[src/rtl/gic_pkg.sv]
package gic_pkg;
  localparam int unsigned DW = 32;
  localparam int unsigned AW = 3;

  // status word layout
  localparam int unsigned CRIT_V   = 10;
  localparam int unsigned CRIT_LSB = 8;
  localparam int unsigned CRIT_W   = 2;
  localparam int unsigned MAIN_V   = 21;
  localparam int unsigned MAIN_LSB = 16;
  localparam int unsigned MAIN_W   = 5;
  localparam int unsigned PER_V    = 29;
  localparam int unsigned PER_LSB  = 24;
  localparam int unsigned PER_W    = 5;

  localparam int unsigned N_MAIN   = 17;
  localparam int unsigned N_PER    = 32;
  localparam int unsigned MAIN_RSV = 4;

  typedef enum logic [AW-1:0] {
    A_MMASK = 3'd0,
    A_PMASK = 3'd1,
    A_TPEND = 3'd2,
    A_TMASK = 3'd3,
    A_STAT  = 3'd4
  } reg_addr_e;

  typedef struct packed {
    logic              v;
    logic [PER_W-1:0]  num;
  } field_t;

  function automatic logic [DW-1:0] pack_status(field_t c, field_t m, field_t p);
    logic [DW-1:0] w;
    w = '0;
    w[CRIT_V] = c.v;
    w[CRIT_LSB +: CRIT_W] = c.num[CRIT_W-1:0];
    w[MAIN_V] = m.v;
    w[MAIN_LSB +: MAIN_W] = m.num[MAIN_W-1:0];
    w[PER_V] = p.v;
    w[PER_LSB +: PER_W] = p.num;
    return w;
  endfunction
endpackage

[src/rtl/gic_lowest.sv]
module gic_lowest #(
  parameter int unsigned W  = 8,
  localparam int unsigned OW = (W > 1) ? $clog2(W) : 1
) (
  input  logic [W-1:0]  req,
  output logic          hit,
  output logic [OW-1:0] idx
);
  always_comb begin
    hit = 1'b0;
    idx = '0;
    for (int i = W - 1; i >= 0; i--) begin
      if (req[i]) begin
        hit = 1'b1;
        idx = OW'(i);
      end
    end
  end
endmodule

[src/rtl/gic_task_agg.sv]
module gic_task_agg #(
  parameter int unsigned N_TASK = 16
) (
  input  logic              clk,
  input  logic              rst,
  input  logic [N_TASK-1:0] req,
  input  logic              clr_we,
  input  logic              msk_we,
  input  logic [N_TASK-1:0] wdata,
  output logic [N_TASK-1:0] pend,
  output logic [N_TASK-1:0] tmask,
  output logic              any
);
  logic [N_TASK-1:0] clr_bits;

  assign clr_bits = clr_we ? wdata : '0;

  always_ff @(posedge clk) begin
    if (rst) begin
      pend  <= '0;
      tmask <= '1;
    end else begin
      pend <= (pend & ~clr_bits) | req;
      if (msk_we) tmask <= wdata;
    end
  end

  assign any = |(pend & ~tmask);
endmodule

[src/rtl/gic_group.sv]
module gic_group #(
  parameter int unsigned        N       = 17,
  parameter logic [N-1:0]       RSV_MAP = '0,
  localparam int unsigned       OW      = (N > 1) ? $clog2(N) : 1
) (
  input  logic [N-1:0] src,
  input  logic [N-1:0] mask_rev,
  output logic         hit,
  output logic [OW-1:0] idx
);
  logic [N-1:0] open_src;

  genvar g;
  generate
    for (g = 0; g < N; g++) begin : g_src
      if (RSV_MAP[g]) begin : g_rsv
        assign open_src[g] = 1'b0;
      end else begin : g_use
        assign open_src[g] = src[g] & ~mask_rev[N-1-g];
      end
    end
  endgenerate

  gic_lowest #(.W(N)) u_pick (
    .req (open_src),
    .hit (hit),
    .idx (idx)
  );
endmodule

[src/rtl/grp_irq_ctrl.sv]
module grp_irq_ctrl #(
  parameter int unsigned N_TASK    = 16,
  parameter logic [31:0] MMASK_RST = 32'h0001_0FFF,
  parameter logic [31:0] PMASK_RST = 32'h7FFF_FC00
) (
  input  logic        clk,
  input  logic        rst,
  input  logic [2:0]  bus_addr,
  input  logic        bus_wr,
  input  logic [31:0] bus_wdata,
  output logic [31:0] bus_rdata,
  input  logic [2:0]  crit_irq,
  input  logic [16:0] main_irq,
  input  logic [30:0] per_irq,
  input  logic [N_TASK-1:0] dma_req,
  output logic [31:0] status_o,
  output logic        cpu_irq
);
  import gic_pkg::*;

  localparam int unsigned MW = $clog2(N_MAIN);
  localparam int unsigned PW = $clog2(N_PER);
  localparam logic [N_MAIN-1:0] MAIN_RSV_MAP = N_MAIN'(1) << MAIN_RSV;

  logic [N_MAIN-1:0] mmask;
  logic [N_PER-1:0]  pmask;
  logic [N_TASK-1:0] task_pend;
  logic [N_TASK-1:0] task_mask;
  logic              task_any;
  logic              wr_mm, wr_pm, wr_tp, wr_tm;

  assign wr_mm = bus_wr && (bus_addr == A_MMASK);
  assign wr_pm = bus_wr && (bus_addr == A_PMASK);
  assign wr_tp = bus_wr && (bus_addr == A_TPEND);
  assign wr_tm = bus_wr && (bus_addr == A_TMASK);

  always_ff @(posedge clk) begin
    if (rst) begin
      mmask <= MMASK_RST[N_MAIN-1:0];
      pmask <= PMASK_RST;
    end else begin
      if (wr_mm) mmask <= bus_wdata[N_MAIN-1:0];
      if (wr_pm) pmask <= bus_wdata;
    end
  end

  gic_task_agg #(.N_TASK(N_TASK)) u_tasks (
    .clk    (clk),
    .rst    (rst),
    .req    (dma_req),
    .clr_we (wr_tp),
    .msk_we (wr_tm),
    .wdata  (bus_wdata[N_TASK-1:0]),
    .pend   (task_pend),
    .tmask  (task_mask),
    .any    (task_any)
  );

  // critical: fixed code map 0,1,3 with code 2 reserved
  field_t crit_f;
  always_comb begin
    crit_f = '0;
    if (crit_irq[0])      begin crit_f.v = 1'b1; crit_f.num = 5'd0; end
    else if (crit_irq[1]) begin crit_f.v = 1'b1; crit_f.num = 5'd1; end
    else if (crit_irq[2]) begin crit_f.v = 1'b1; crit_f.num = 5'd3; end
  end

  logic          main_hit;
  logic [MW-1:0] main_idx;
  gic_group #(.N(N_MAIN), .RSV_MAP(MAIN_RSV_MAP)) u_main (
    .src      (main_irq),
    .mask_rev (mmask),
    .hit      (main_hit),
    .idx      (main_idx)
  );

  logic          per_hit;
  logic [PW-1:0] per_idx;
  gic_group #(.N(N_PER), .RSV_MAP('0)) u_per (
    .src      ({per_irq, task_any}),
    .mask_rev (pmask),
    .hit      (per_hit),
    .idx      (per_idx)
  );

  field_t main_f, per_f;
  always_comb begin
    main_f.v   = main_hit;
    main_f.num = main_hit ? PER_W'(main_idx) : '0;
    per_f.v    = per_hit;
    per_f.num  = per_hit ? PER_W'(per_idx) : '0;
  end

  logic [31:0] status_q;
  logic        irq_q;
  always_ff @(posedge clk) begin
    if (rst) begin
      status_q <= '0;
      irq_q    <= 1'b0;
    end else begin
      status_q <= pack_status(crit_f, main_f, per_f);
      irq_q    <= status_q[CRIT_V] | status_q[MAIN_V] | status_q[PER_V];
    end
  end
  assign status_o = status_q;
  assign cpu_irq  = irq_q;

  logic [31:0] rd_mux;
  always_comb begin
    case (bus_addr)
      A_MMASK: rd_mux = 32'(mmask);
      A_PMASK: rd_mux = pmask;
      A_TPEND: rd_mux = 32'(task_pend);
      A_TMASK: rd_mux = 32'(task_mask);
      A_STAT:  rd_mux = status_q;
      default: rd_mux = '0;
    endcase
  end

  always_ff @(posedge clk) begin
    if (rst) bus_rdata <= '0;
    else     bus_rdata <= rd_mux;
  end

  logic unused_ok;
  assign unused_ok = ^{bus_wdata[31:N_MAIN], MMASK_RST[31:N_MAIN]};
endmodule

[config.mk]
export PLATFORM = sky130hd
export DESIGN_NAME = grp_irq_ctrl
export DESIGN_NICKNAME = d
export VERILOG_FILES = /design/src/rtl/gic_pkg.sv /design/src/rtl/gic_lowest.sv /design/src/rtl/gic_task_agg.sv /design/src/rtl/gic_group.sv /design/src/rtl/grp_irq_ctrl.sv
export SDC_FILE = /design/constraint.sdc
export NUM_CORES = 1
export LEC_CHECK = 0
export ABC_AREA = 1
export BUFFER_PORTS_ARGS = -buffer_cell sky130_fd_sc_hd__buf_2
export CAP_MARGIN = 20
export CORE_AREA = 2 2 130 100
export CTS_CLUSTER_DIAMETER = 80
export DETAILED_ROUTE_END_ITERATION = 12
export DIE_AREA = 0 0 132 102
export PLACE_DENSITY = 0.76
export SYNTH_ARGS = -nofsm -noshare
export SYNTH_HDL_FRONTEND = slang
export SYNTH_SLANG_ARGS = --single-unit
[constraint.sdc]
create_clock -name clk -period 1.9 [get_ports clk]
set_input_delay 0.19 -clock clk [delete_from_list [all_inputs] [get_ports clk]]
set_output_delay 0.19 -clock clk [all_outputs]
set_load 0.01 [all_outputs]
==> summary.md, run 1 <==
## Worst setup path
* depth of the worst register-to-register path: 31
* delay contributed by the slowest stage of the critical path: 310 ps
* Slowest-stage cell, CP: dfxtp_1
* most frequent cell on the critical path: nand2_1
* Reg-to-Reg Start: pmask[0]
* Worst EP arrival: 2430 ps
* crit path buf inv count: 0
* critical path peak fanout: 2
* gate family responsible for the most delay along the worst path: simple AND/OR/NAND/NOR gates
* Critical Setup Path Class: register to register
* required time reported for the critical path endpoint: 2260 ps
* kind of start point of the critical path: register
* CP endpoint kind: register
* terminus of the critical flop-to-flop path: status_o[24]
* worst setup slack for register-to-register paths: -170 ps

## Logic synthesis
* leading register cell type out of synthesis: dfxtp_1
* register bit total from synthesis: 129
* Synth Warn #: 0
* post-synthesis instance area: 0.00553 sq mm
* FFs w/ async S/R, synth: 0%
* count of distinct cell types in the synthesized netlist: 34
* share of the yosys chip area belonging to registers: 46.7%
* synthesized area per cell: 7.37 sq um
* gate count of the mapped netlist: 751
* number of synthesized flops with an enable pin: 0

## Status
* failing checks: hold timing, setup timing
* run status: finished, violations left

## Layout
* Core Util, Final: 62.1%
* most frequent standard cell in the layout excluding fill and tap cells: nand2_1
* share of final-layout standard cells stronger than drive strength 1: 30.4%
* number of non-filler instances in the completed layout: 1121
* nets: 1048
* highest-count cells in the layout ignoring fill and taps: nand2_1, buf_2, dfxtp_1
* post-route design area: 0.00753 sq mm
* area overhead of the layout relative to synthesis: 36.2%
* diodes inserted: 0

## Clocking
* number of buffers inserted during clock tree synthesis: 17
* maximum buffer depth of the clock tree: 2
* root cell of the clock tree: clkbuf_16
* level count of the clock H-tree: 4
* number of sinks driven by the clock tree: 129
* register clock-pin slew on the reported worst setup and hold paths: 60 ps
* CTS tree: done
* Clk Latency, worst-skew pair: 430 ps

## Timing
* setup repair after global routing missed its margin: true
* Period Utilization, post-route: 109%
* worst setup margin: -171 ps
* Final Hold Fails: 1
* final-layout worst hold slack: -0.629 ps
* minimum clock period after layout: 2070 ps
* Worst Clk Skew: 8.50 ps
* max-slew violation count: 0
* Setup-failing EPs final: 1
* achievable frequency: 483 MHz

## Routing
* DR vias/cell: 5.18
* number of DRC violations after detailed-routing iteration 0: 649
* remaining design rule violation count: 0
* routed wire length: 17.8 mm
* vias after detailed routing: 5804
* Routed Antenna Nets: 0
* First-pass DRT Iterations: 5
* average detailed-routed wire length per instance: 15.8 um

## Pwr
* leakage: 3.75 nW
* power consumption: 0.00713 W
* power density relative to cell area: 946 mW/mm^2
* Peak VDD IR: 0.709 mV

## Min path
* launch point of the worst hold path: bus_wdata[20]
* Hold Path Class: input port to register
* Hold Path Cell Cnt: 3
* endpoint of the worst hold path: pmask[20]

## Floorplan
* area of the placeable core: 0.0121 sq mm
* Top Ports: 170
* initial core utilization: 45.6%
* full die area: 0.0135 sq mm
* y dimension of the die: 102 um
* Chip Width: 132 um
* FP Rows: 35

## Placement
* Cell Count Post-Placement: 1064
* Placed Area: 0.00659 sq mm
* final weighted congestion of routability-driven global placement: 0.910
* half-perimeter wire length after detailed placement: 12.6 mm
* count of input and output buffers: 151

## Job
* max cap viols: 0

## Global route
* first-pass GRT wire length: 27.0 mm
* total congestion overflow: 0
* largest net degree at the start of global routing: 43
* initial antenna violation count: 1
* All-Layer GR Usage: 26.2%
* number of global-route vias before repair: 5333

==> worst max-delay path by stage <==
stage,from,end,slack [ps],cells after the start
after floorplan,pmask[0],status_o[24],120,31
after global placement,pmask[1],status_o[24],-110,32
after detailed placement,pmask[1],status_o[24],-110,32
after CTS,pmask[1],status_o[24],-110,32
after global routing,pmask[1],status_o[24],-460,32
final,pmask[0],status_o[24],-170,31
==> worst register-to-register path: cells and delay by family, from the launching register on <==
family,cells,cell delay [ps]
compound gates,1,140
simple gates,30,1570
flops,1,310
==> synth_stat cells, drive strengths merged, types with 5 or more instances <==
master	n	share of area (%)
a21oi	52	4.8
a221oi	14	2.2
a31oi	5	0.57
buf	20	2.6
clkbuf	32	2.2
dfxtp	129	47
inv	93	6.3
nand2	194	14
nand3	41	3.7
nor2	58	3.9
nor3	7	0.63
o211ai	38	5.2
o21ai	28	2.5
o22ai	21	2.4
==> final cells by class <==
cell class	count	area [sq um]
Sequential cell	129	2590
Inverter	97	364
Fill cell	1043	4600
Clock inverter	13	163
Tap cell	166	208
Clock buffer	18	439
Multi-Input combinational cell	489	2470
Timing Repair Buffer	209	1300
==> per-layer routing <==
layer / wire (um) / vias up / track usage, %
li1: - / 2837 / -
met1: 7920 / 2619 / 35.9
met2: 7550 / 309 / 38.9
met3: 1830 / 37 / 6.85
met4: 446 / 2 / 12.5
met5: 13 / - / 0
==> cell families after synthesis <==
family | Yosys count | synth area share [%]
AOI/OAI and AO/OA | 166 | 18.8
buffers and inverters | 149 | 11.3
DFF | 129 | 46.7
other | 1 | 0.0678
and+or+nand+nor | 306 | 23.2
==> sequential cells by signal (all words and copies together), names as in the netlist <==
signal,flops
u_tasks.pend,16
cpu_irq,1
pmask,32
u_tasks.tmask,16
status_o,15
mmask,17
bus_rdata,32
==> where the power goes <==
part	switching (W)	internal (W)
clock	0.00123	0.00209
combinational	0.000523	0.000367
sequential	0.0000741	0.00284
total	0.00183	0.00530
==> through the flow <==
step	hold WS (ps)	setup WS, ps	TNS (ps)
after floorplan	268	120	0
after CTS	2.13	-108	-108
after global placement	378	-113	-113
after global routing	19.1	-459	-513
after detailed placement	386	-112	-112
final	-0.629	-171	-171
==> timing repair <==
action / in CTS / in global routing
resized for setup: 4 / 26
setup endpoints to repair: 3 / 5
hold buffers: 24 / 0
endpoints found under the hold margin: 24 / 0
pin swaps: 0 / 3
buffers inserted: 1 / 2
cloned: 0 / 0
No activity file was read; power rests on OpenSTA's default activity.
==> inputs of run 2 (changes only) <==
Settings changed: RECOVER_POWER from default to 25.
==> summary.md, run 2 (synthesis gave the netlist of run 1 again) <==
## Clocking
* number of buffers inserted during clock tree synthesis: 17, unchanged
* root cell of the clock tree: clkbuf_16
* Clk Latency, worst-skew pair: 420 ps, about the same
* number of sinks driven by the clock tree: 129, unchanged
* maximum buffer depth of the clock tree: 2, unchanged
* register clock-pin slew on the reported worst setup and hold paths: 60 ps, about the same
* level count of the clock H-tree: 4, unchanged
* CTS tree: done

## Worst setup path
* delay contributed by the slowest stage of the critical path: 310 ps, about the same
* Worst EP arrival: 2440 ps, about the same
* worst setup slack for register-to-register paths: -180 ps, about the same
* most frequent cell on the critical path: nand2_1
* Slowest-stage cell, CP: dfxtp_1
* Critical Setup Path Class: register to register
* kind of start point of the critical path: register
* CP endpoint kind: register
* critical path peak fanout: 2, unchanged
* required time reported for the critical path endpoint: 2260 ps, about the same

## Routing
* vias after detailed routing: 5785, -0.33%
* remaining design rule violation count: 0, unchanged
* routed wire length: 17.8 mm, +0.22%
* average detailed-routed wire length per instance: 15.9 um, +0.22%
* DR vias/cell: 5.16, -0.33%
* Routed Antenna Nets: 0, unchanged
* First-pass DRT Iterations: 5, unchanged
* number of DRC violations after detailed-routing iteration 0: 594, -8.5%

## Floorplan
* FP Rows: 35, unchanged
* full die area: 0.0135 sq mm, unchanged
* area of the placeable core: 0.0121 sq mm, unchanged
* y dimension of the die: 102 um, unchanged
* Top Ports: 170, unchanged
* Chip Width: 132 um, unchanged
* initial core utilization: 45.6%, unchanged

## Timing
* Period Utilization, post-route: 110%, +0.68 points
* Setup-failing EPs final: 1, unchanged
* worst setup margin: -184 ps, -12.9 ps
* Worst Clk Skew: 8.43 ps, -0.0727 ps
* minimum clock period after layout: 2080 ps, +12.9 ps
* setup repair after global routing missed its margin: true
* achievable frequency: 480 MHz, -0.62%
* Final Hold Fails: 0, -1
* max_slew headroom: 40.5%
* max-slew violation count: 0, unchanged
* measured slew at the worst slew-check pin: 893 ps

## Placement
* count of input and output buffers: 151, unchanged
* Cell Count Post-Placement: 1064, unchanged
* final weighted congestion of routability-driven global placement: 0.910, unchanged
* half-perimeter wire length after detailed placement: 12.6 mm, unchanged

## Min path
* Hold Path Class: input port to register

## Status
* failing checks: setup timing
* run status: finished, violations left

## Pwr
* clock network power share: 46.6%, about the same
* switching power: 0.00182 W, -0.41%
* Peak VDD IR: 0.702 mV, -0.99%
* leakage: 3.67 nW, -2.0%
* power consumption: 0.00711 W, -0.31%
* power density relative to cell area: 952 mW/mm^2, +0.59%
* Int Power: 0.00528 W, -0.27%
* combinational group share of total power: 12.3%, -0.2 points
* Reg power frac: 41.1%, +0.2 points
* switching fraction of total power: 25.7%, -0.026 points

## Layout
* area overhead of the layout relative to synthesis: 35.0%
* nets: 1048, unchanged
* diodes inserted: 0, unchanged
* share of final-layout standard cells stronger than drive strength 1: 28.1%, -2.3 points
* number of non-filler instances in the completed layout: 1121, unchanged
* most frequent standard cell in the layout excluding fill and tap cells: nand2_1
* highest-count cells in the layout ignoring fill and taps: nand2_1, buf_2, dfxtp_1
* layout filler cell count: 1062, +1.8%
* Regs by FF count: bus_rdata: 32 flops, pmask: 32 flops, mmask: 17 flops

## Global route
* number of global-route vias before repair: 5333, unchanged
* initial antenna violation count: 1, unchanged
* largest net degree at the start of global routing: 43, unchanged
* first-pass GRT wire length: 27.0 mm, unchanged
* total congestion overflow: 0, unchanged
* All-Layer GR Usage: 26.2%, unchanged

## Job
* max cap viols: 0, unchanged

run 2: changes by cell type in the layout (fill, tap and decap cells not counted):
cell	before	now
clkbuf_1	0	18
buf_2	151	135
buf_12	4	1
buf_4	30	27
clkbuf_2	0	3
inv_1	60	63
inv_2	33	30
dlymetal6s2s_1	0	1
run 2: critical path, delay by kind of cell, from the launching register on:
kind | cells | cell delay (ps)
flops | 1 | 310
simple gates | 30 | 1570
compound gates | 1 | 130
run 2: worst paths after layout:
kind	start	end	depth (start not counted)
min	bus_wdata[20]	pmask[20]	3
max	pmask[0]	status_o[24]	31
max reg2reg	pmask[0]	status_o[24]	31
min reg2reg	pmask[22]	bus_rdata[22]	2
run 2: layer usage:
layer  share of wire [%]  track usage [%]  vias to the layer above
met5               0.073                0                        -
met4                 2.1             12.5                        2
li1                    -                -                     2834
met3                 9.5             6.85                       32
met2                  43             38.9                      291
met1                  45             35.9                     2626
run 2: final cells by class:
cell class | instances | area (sq um) | area share, %
Clock buffer | 18 | 439 | 5.88
Tap cell | 166 | 208 | 2.78
Timing Repair Buffer | 209 | 1230 | 16.5
Multi-Input combinational cell | 489 | 2470 | 33.0
Clock inverter | 13 | 163 | 2.18
Inverter | 97 | 364 | 4.88
Sequential cell | 129 | 2590 | 34.7
run 2: power by group through the flow:
stage	Clock (W)	Sequential (W)	Combinational, W
global placement	0	0.00297	0.000799
detailed placement	0	0.00297	0.000804
CTS	0.00334	0.00291	0.000852
finish	0.00331	0.00292	0.000875
global route	0.00347	0.00293	0.000964
floorplan	0	0.00298	0.000438
run 2: repair_timing:
| item | 4_1_cts | 5_1_grt |
|---|---|---|
| gates resized for setup | 4 | 26 |
| pin swaps | 0 | 3 |
| buffers inserted | 1 | 2 |
| hold endpoints to repair | 24 | 0 |
| endpoints found under the setup margin | 3 | 5 |
| hold buffers | 24 | 0 |
run 2: per-stage QoR:
| stage | hold slack, ps | TNS (ps) | instance area [sq um] | utilization (%) | setup WS [ps] |
|---|---|---|---|---|---|
| floorplan | 268 | 0 | 5590 | - | 120 |
| global placement | 378 | -113 | 6590 | 54.4 | -113 |
| detailed placement | 386 | -112 | 6590 | 54.4 | -112 |
| CTS | 2.13 | -108 | 7450 | 61.4 | -108 |
| global route | 19.1 | -1180 | 7470 | 61.6 | -459 |
| finish | 0.689 | -184 | 7470 | 61.6 | -184 |
==> inputs of run 3 (changes only) <==
Settings changed: ABC_CLOCK_PERIOD_IN_PS from default to 1900, PLACE_DENSITY 0.76 to 0.73.
==> summary.md, run 3 (synthesis gave the netlist of run 1 again) <==
## Placement
* final weighted congestion of routability-driven global placement: 0.912, +0.14%
* half-perimeter wire length after detailed placement: 12.5 mm, -0.93%
* Placed Area: 0.00653 sq mm, -0.95%
* Cell Count Post-Placement: 1059, -0.47%
* count of input and output buffers: 151, unchanged

## Worst setup path
* Reg-to-Reg Start: pmask[1]
* worst setup slack for register-to-register paths: -200 ps, about the same
* depth of the worst register-to-register path: 32, +3.2%
* critical path peak fanout: 2, unchanged
* CP endpoint kind: register
* Worst EP arrival: 2410 ps, -30 ps
* terminus of the critical flop-to-flop path: status_o[24]
* Critical Setup Path Class: register to register
* delay contributed by the slowest stage of the critical path: 320 ps, about the same
* kind of start point of the critical path: register
* required time reported for the critical path endpoint: 2210 ps, -50 ps
* most frequent cell on the critical path: nand2_1
* Slowest-stage cell, CP: dfxtp_2

## Routing
* routed wire length: 17.6 mm, -1.1%
* remaining design rule violation count: 0, unchanged
* Routed Antenna Nets: 0, unchanged
* DR vias/cell: 5.16, about the same
* average detailed-routed wire length per instance: 15.8 um, -0.61%
* vias after detailed routing: 5757, -0.48%
* number of DRC violations after detailed-routing iteration 0: 467, -21%
* First-pass DRT Iterations: 5, unchanged

## Clocking
* CTS tree: done
* number of sinks driven by the clock tree: 129, unchanged
* register clock-pin slew on the reported worst setup and hold paths: 60 ps, about the same
* root cell of the clock tree: clkbuf_16
* Clk Latency, worst-skew pair: 410 ps, about the same
* maximum buffer depth of the clock tree: 2, unchanged
* level count of the clock H-tree: 4, unchanged
* number of buffers inserted during clock tree synthesis: 17, unchanged

## Layout
* number of non-filler instances in the completed layout: 1115, -0.54%
* area overhead of the layout relative to synthesis: 33.5%
* diodes inserted: 0, unchanged
* Regs by FF count: bus_rdata: 32 flops, pmask: 32 flops, mmask: 17 flops
* Core Util, Final: 60.9%, -0.68 points
* post-route design area: 0.00738 sq mm, -1.1%
* nets: 1041, -0.67%
* most frequent standard cell in the layout excluding fill and tap cells: nand2_1
* share of final-layout standard cells stronger than drive strength 1: 28.2%, +0.18 points
* highest-count cells in the layout ignoring fill and taps: nand2_1, buf_2, dfxtp_1

## Timing
* Final Hold Fails: 0, unchanged
* achievable frequency: 477 MHz, -0.62%
* minimum clock period after layout: 2100 ps, +13.0 ps
* setup repair after global routing missed its margin: true
* post-route setup TNS: -197 ps, -13.0 ps
* max-slew violation count: 0, unchanged
* Worst Clk Skew: 5.51 ps, -2.92 ps
* Setup-failing EPs final: 1, unchanged
* Period Utilization, post-route: 110%, +0.69 points
* final-layout worst hold slack: 3.20 ps, +2.51 ps
* max_slew headroom: 37.1%, -3.4 points
* measured slew at the worst slew-check pin: 944 ps, +51.6 ps
* worst setup margin: -197 ps, -13.0 ps

## Floorplan
* initial core utilization: 45.6%, unchanged
* FP Rows: 35, unchanged
* y dimension of the die: 102 um, unchanged
* area of the placeable core: 0.0121 sq mm, unchanged
* full die area: 0.0135 sq mm, unchanged
* Top Ports: 170, unchanged
* Chip Width: 132 um, unchanged

## Global route
* largest net degree at the start of global routing: 58, +35%
* total congestion overflow: 0, unchanged
* number of global-route vias before repair: 5309, -0.45%
* first-pass GRT wire length: 27.2 mm, +0.74%
* initial antenna violation count: 0, -1
* All-Layer GR Usage: 26.2%, -0.089 points

## Min path
* Hold Path Cell Cnt: 3, unchanged
* endpoint of the worst hold path: pmask[19]
* launch point of the worst hold path: bus_wdata[19]
* Hold Path Class: input port to register

## Job
* max cap viols: 0, unchanged

## Pwr
* power density relative to cell area: 980 mW/mm^2, +3.0%
* Peak VDD IR: 0.731 mV, +4.1%
* leakage: 3.71 nW, +1.1%

## Status
* run status: finished, violations left
* failing checks: setup timing

## run 3: worst max path at each step
| stage | startpoint | slack (ps) | cells past startpoint | end |
|---|---|---|---|---|
| after global routing | pmask[1] | -450 | 32 | status_o[24] |
| after floorplan | pmask[0] | 120 | 31 | status_o[24] |
| final | pmask[1] | -200 | 32 | status_o[24] |
| after global placement | pmask[1] | -120 | 32 | status_o[24] |
| after detailed placement | pmask[1] | -130 | 32 | status_o[24] |
| after CTS | pmask[1] | -130 | 32 | status_o[24] |
## run 3: final cells by class
| type | count | area (sq um) |
|---|---|---|
| multi-input cells | 489 | 2420 |
| inverters | 97 | 364 |
| repair buffers | 202 | 1180 |
| clock inverters | 14 | 188 |
| well taps | 166 | 208 |
| clock buffers | 18 | 439 |
| flip-flops and latches | 129 | 2590 |
| fillers | 1111 | 4750 |
## run 3: power breakdown
part           switching (W)  internal, W
Clock                0.00124      0.00223
Combinational       0.000509     0.000347
Sequential         0.0000722      0.00284
Total                0.00182      0.00542
## run 3: metrics by stage
| step | total power (W) | worst slack [ps] |
|---|---|---|
| finish | 0.00724 | -197 |
| floorplan | 0.00342 | 120 |
| global route | 0.00751 | -448 |
| global placement | 0.00376 | -117 |
| detailed placement | 0.00376 | -127 |
| CTS | 0.00724 | -130 |
## run 3: timing repair
action,CTS,global route
hold buffers,22,0
hold endpoints to repair,22,0
pin swaps,2,1
setup buffers,0,2
gates resized for setup,3,11
setup endpoints to repair,1,6
## run 3: per-layer routing
layer / routed length [um] / up-vias / GRT usage [%]
li1: - / 2807 / -
met1: 7980 / 2657 / 36.0
met2: 7660 / 264 / 39.4
met3: 1620 / 29 / 7.29
met4: 345 / 0 / 9.78
met5: 0 / - / 0
## run 3: critical path: cells and delay by family, from the launching register on
kind            cells  cell delay, ps
compound gates      1              50
simple gates       30            1570
flops               1             320
buf+inv             1              50
